==> src/rtl/wac_pkg.sv <==
package wac_pkg;

  // What the address register does on the coming edge.
  typedef enum logic [1:0] {
    SEL_HOLD   = 2'd0,
    SEL_LOAD   = 2'd1,
    SEL_PAGE   = 2'd2,
    SEL_LINEAR = 2'd3
  } wac_sel_e;

endpackage

==> src/rtl/wac_ctrl.sv <==
module wac_ctrl
  import wac_pkg::*;
(
  input  logic     load_lo,
  input  logic     step,
  input  logic     rd_mode,
  output wac_sel_e sel
);

  // The low-byte load takes priority over a step in the same cycle.
  always_comb begin
    if (load_lo)      sel = SEL_LOAD;
    else if (!step)   sel = SEL_HOLD;
    else if (rd_mode) sel = SEL_LINEAR;
    else              sel = SEL_PAGE;
  end

endmodule

==> src/rtl/wac_hi_stage.sv <==
module wac_hi_stage #(
  parameter int HI_W = 7
) (
  input  logic            clk,
  input  logic            rst_n,
  input  logic            load_hi,
  input  logic            load_lo,
  input  logic [HI_W-1:0] hi_in,
  output logic [HI_W-1:0] hi_q
);

  // Holds the upper address bits until a low-byte load applies them.
  always_ff @(posedge clk) begin
    if (!rst_n)                   hi_q <= '0;
    else if (load_hi && !load_lo) hi_q <= hi_in;
  end

endmodule

==> src/rtl/wac_next.sv <==
module wac_next
  import wac_pkg::*;
#(
  parameter int ADDR_W = 15,
  parameter int PAGE_W = 6,
  parameter int BYTE_W = 8,
  localparam int HI_W  = ADDR_W - BYTE_W
) (
  input  logic [ADDR_W-1:0] cur,
  input  logic [HI_W-1:0]   hi_q,
  input  logic [BYTE_W-1:0] lo_byte,
  input  wac_sel_e          sel,
  output logic [ADDR_W-1:0] nxt,
  output logic              page_wrap,
  output logic              array_wrap
);

  function automatic logic [ADDR_W-1:0] linear_inc(input logic [ADDR_W-1:0] a);
    return a + 1'b1;
  endfunction

  logic [ADDR_W-1:0] paged;

  generate
    if (PAGE_W >= ADDR_W) begin : g_flat
      // The page covers the whole array, so in-page and linear advance agree.
      assign paged = linear_inc(cur);
    end else begin : g_paged
      function automatic logic [ADDR_W-1:0] page_inc(input logic [ADDR_W-1:0] a);
        logic [PAGE_W-1:0] off;
        off = a[PAGE_W-1:0] + 1'b1;
        return {a[ADDR_W-1:PAGE_W], off};
      endfunction
      assign paged = page_inc(cur);
    end
  endgenerate

  always_comb begin
    unique case (sel)
      SEL_LOAD:   nxt = {hi_q, lo_byte};
      SEL_PAGE:   nxt = paged;
      SEL_LINEAR: nxt = linear_inc(cur);
      default:    nxt = cur;
    endcase
  end

  assign page_wrap  = (sel == SEL_PAGE) && (&cur[PAGE_W-1:0]);
  assign array_wrap = (sel == SEL_LINEAR) && (&cur);

endmodule

==> src/rtl/word_addr_ctr.sv <==
module word_addr_ctr
  import wac_pkg::*;
#(
  parameter int ADDR_W = 15,
  parameter int PAGE_W = 6,
  parameter int BYTE_W = 8
) (
  input  logic              clk,
  input  logic              rst_n,
  input  logic              load_hi,
  input  logic              load_lo,
  input  logic [BYTE_W-1:0] addr_byte,
  input  logic              step,
  input  logic              rd_mode,
  output logic [ADDR_W-1:0] addr
);

  localparam int HI_W = ADDR_W - BYTE_W;

  wac_sel_e          sel;
  logic [HI_W-1:0]   hi_q;
  logic [ADDR_W-1:0] nxt;
  logic              page_wrap;
  logic              array_wrap;

  wac_ctrl u_ctrl (
    .load_lo (load_lo),
    .step    (step),
    .rd_mode (rd_mode),
    .sel     (sel)
  );

  wac_hi_stage #(.HI_W(HI_W)) u_hi (
    .clk     (clk),
    .rst_n   (rst_n),
    .load_hi (load_hi),
    .load_lo (load_lo),
    .hi_in   (addr_byte[HI_W-1:0]),
    .hi_q    (hi_q)
  );

  wac_next #(.ADDR_W(ADDR_W), .PAGE_W(PAGE_W), .BYTE_W(BYTE_W)) u_next (
    .cur        (addr),
    .hi_q       (hi_q),
    .lo_byte    (addr_byte),
    .sel        (sel),
    .nxt        (nxt),
    .page_wrap  (page_wrap),
    .array_wrap (array_wrap)
  );

  always_ff @(posedge clk) begin
    if (!rst_n) addr <= '0;
    else        addr <= nxt;
  end

endmodule

==> config.mk <==
export PLATFORM = sky130hd
export DESIGN_NAME = word_addr_ctr
export DESIGN_NICKNAME = d
export VERILOG_FILES = /design/src/rtl/wac_pkg.sv /design/src/rtl/wac_ctrl.sv /design/src/rtl/wac_hi_stage.sv /design/src/rtl/wac_next.sv /design/src/rtl/word_addr_ctr.sv
export SDC_FILE = /design/constraint.sdc
export NUM_CORES = 1
export LEC_CHECK = 0
export CAP_MARGIN = 20
export CORE_AREA = 4 4 57 59
export DETAILED_ROUTE_END_ITERATION = 8
export DIE_AREA = 0 0 61 63
export PLACE_DENSITY = 0.66
export SLEW_MARGIN = 20
export SYNTH_ARGS = -nofsm -noshare
export SYNTH_HDL_FRONTEND = slang
export SYNTH_SLANG_ARGS = --single-unit
export TNS_END_PERCENT = 1
==> constraint.sdc <==
create_clock -name clk -period 2 [get_ports clk]
set_clock_uncertainty 0.1 [all_clocks]
set_input_delay 0.4 -clock clk [delete_from_list [all_inputs] [get_ports clk]]
set_output_delay 0.4 -clock clk [all_outputs]
set_load 0.02 [all_outputs]
==> out/qor.yml, run 1 <==
status: "completed"
cts_hold_buf: 0
num_rows: 19
ctsResizeCount: 0
worst_r2r_endpoint: "addr[14]$_SDFFE_PN0P_"
final_cell_mix: "clkdlybuf4s50_1, dfxtp_1, o21ai_0, nand2_1, xnor2_1"
drtIter0Drc: 37
initial_core_util_pct: 39.2
setup_violations: 0
min_period_over_period_pct: 96.3
path_buf_inv: 1
coreArea_um2: 2710
synthXorXnorAreaFrac_pct: 10.7
cp-endpoint: "addr[5]"
vias: 931
crit_path_end_kind: "primary output"
powerDensity_nw_per_um2: 700
cts-buffers-inserted: 3
min_path_type: "flop to flop"
cp_num_cells: 1
rsz0062_at_grt: "no"
period_needed_ns: 1.93
yosysSeqAreaShare_pct: 41.5
multiInputGateArea_um2: 578
seqPwrFrac_pct: 48.4
met2WireLength_mm: 1.16
intPower_mw: 0.763
first_global_vias: 917
worst_pin_slew_ns: 0.389
synth_compound_area_share_pct: 13.1
die_h_um: 63
max_stage_delay_ns: 0.65
grt_util_all_layers_pct: 14.0
start_kind: "flop"
htreeDepth: 1
critPathArrivalTime_ns: 1.43
synth.area.mux_share_pct: 7.54
drive_gt1_share_pct: 7.79
detailed_place_hpwl_mm: 1.93
wl_met1_mm: 1.18
r2r_slack_ns: 0.25
synthCells: 123
crit_chain: "clkdlybuf4s50_1"
critical-path-top-delay-family: "buffers and inverters"
clk_latency_ns: 0.32
peakVddDrop_mv: 0.828
cts-root-buf: "clkbuf_4"
postCtsSetupBuffers: 0
grt_pass1_wl_mm: 4.15
ioPinCount: 29
slew_headroom_pct: 73.8
reg2reg_depth: 4
post_drt_via_cell_ratio: 5.03
postRouteWirelength_mm: 2.48
clock.fmax_mhz: 519
postPlaceCellArea_um2: 1400
critPathLaunch: "addr[5]$_SDFFE_PN0P_"
path_clk_slew_ns: 0.13
combinationalPowerShare_pct: 17.3
area_growth_pct: 36.9
cts_sinks: 22
port-buffer-count: 28
final_common_cell: "clkdlybuf4s50_1"
syn_area_per_cell_um2: 8.64
routed.top_layer: "met4"
grt_max_degree: 16
syn_nets: 138
gp_congestion: 0.795
pre_cts_ws_ns: -0.00388
dr.pass1.iters: 4
required_ns: 1.50
dr_wl_met3_um: 122
ys_warn_count: 0
hold_viol: 0
synth-simple-area-share_pct: 21.9
die_x_um: 61
timing.rr.start: "addr[6]$_SDFFE_PN0P_"
final_area_um2: 1450
nets: 170
finalSetupTns_ns: 0
dieArea_um2: 3840
hold_path_depth: 2
cts_tree: "built"
synth_top_family_by_area: "simple AND/OR/NAND/NOR gates"
synth.distinct_cells: 24
crit_type: "flop to primary output"
critPathMaxFanout: 6
final.fill_count: 270
switchingPower_mw: 0.256
setup_ws_ns: 0.0744
num_antenna_cells: 0
switching_share_pct: 25.1
ant_nets: 0
maxSlewViolCount: 0
post-route-util_pct: 53.6
synth-seq-cells: 22
leakage_nw: 0.507
regArea_um2: 440
netlist_area_um2: 1060
post-route-drc-count: 0
cts_buffer_depth: 2
synthAdderAreaFrac_pct: 1.18
gr-total-overflow: 0
wire_per_inst_um: 13.4
antenna_found_initial: 0
critPathSlowestCell: "clkdlybuf4s50_1"
pwr-share-clk_pct: 34.3
power_mw: 1.02
maxCapViolations: 0
## area by class of cell
cell class	count	area share, %
timing repair buffer	35	22.9
clock buffer	3	1.55
clock inverter	1	2.07
tap	31	2.67
inverter	3	0.775
sequential	22	30.3
multi-input combinational	90	39.8
## metrics by stage
stage                     std cells  hold WS (ns)
after CTS                       185         0.417
after detailed placement        181         0.399
after global routing            185         0.460
after floorplan                 123         0.377
after global placement          181         0.389
final                           185         0.421
## tightest hold or removal path, cell delays in order (launching register included)
cell and delay [ns]:
dfxtp_1 0.34, o31ai_1 0.07, a31oi_1 0.08
## power by group through the flow
stage / Clock, mW / Sequential, mW / Combinational [mW]
global placement: 0 / 0.501 / 0.175
floorplan: 0 / 0.521 / 0.0678
finish: 0.350 / 0.493 / 0.176
global route: 0.376 / 0.498 / 0.190
CTS: 0.355 / 0.493 / 0.177
detailed placement: 0 / 0.503 / 0.176
## Yosys cell counts, drive strengths merged
cell type  count  area share (%)
dfxtp         22              41
o21ai         14             6.6
nand2         10             3.5
xnor2         10             8.2
a21oi          9             4.2
mux2i          8             7.5
nor2b          8             4.7
clkbuf         6             2.1
nand4          5             3.5
and2           4             2.4
nand3          4             1.9
nor3           4             1.9
nor4           4             2.4
inv            3             1.1
xor2           3             2.5
buf            2            0.94
a31oi          1            0.59
ha             1             1.2
nor2           1            0.35
o211a          1            0.94
o31ai          1            0.71
or2            1            0.59
or4            1            0.71
## routing by layer
metal,GRT usage (%),up-vias
li1,-,493
met1,19.3,411
met5,0,-
met2,21.7,25
met4,2.71,0
met3,3.93,2
## sequential cells by signal, summed over array words and instances, names as in the netlist
name and cells:
addr 15, u_hi.hi_q 7
## logic make-up (layout without fill, tap and decap cells)
logic type,Yosys count,after routing
compound gates,26,26
fa+ha+maj,1,1
flops,22,22
simple gates,42,42
mux,8,8
xor+xnor,13,13
buf+inv,11,42
## worst min path at each step
stage                                    startpoint                        end  slack [ns]
after detailed placement      addr[14]$_SDFFE_PN0P_      addr[14]$_SDFFE_PN0P_        0.40
after CTS                     addr[14]$_SDFFE_PN0P_      addr[14]$_SDFFE_PN0P_        0.42
final                         addr[14]$_SDFFE_PN0P_      addr[14]$_SDFFE_PN0P_        0.42
after floorplan           u_hi.hi_q[0]$_SDFFE_PN0P_  u_hi.hi_q[0]$_SDFFE_PN0P_        0.38
after global placement        addr[14]$_SDFFE_PN0P_      addr[14]$_SDFFE_PN0P_        0.39
after global routing      u_hi.hi_q[2]$_SDFFE_PN0P_  u_hi.hi_q[2]$_SDFFE_PN0P_        0.46
No activity file was read; power rests on OpenSTA's default activity.
==> run 2: changes to the inputs <==
--- a/config.mk
+++ b/config.mk
@@ -10,7 +10,6 @@
 export DETAILED_ROUTE_END_ITERATION = 8
 export DIE_AREA = 0 0 61 63
 export PLACE_DENSITY = 0.66
-export SLEW_MARGIN = 20
 export SYNTH_ARGS = -nofsm -noshare
 export SYNTH_HDL_FRONTEND = slang
 export SYNTH_SLANG_ARGS = --single-unit
==> results of run 2 <==
The final DEF is identical to that of run 1; final timing and power are the same.
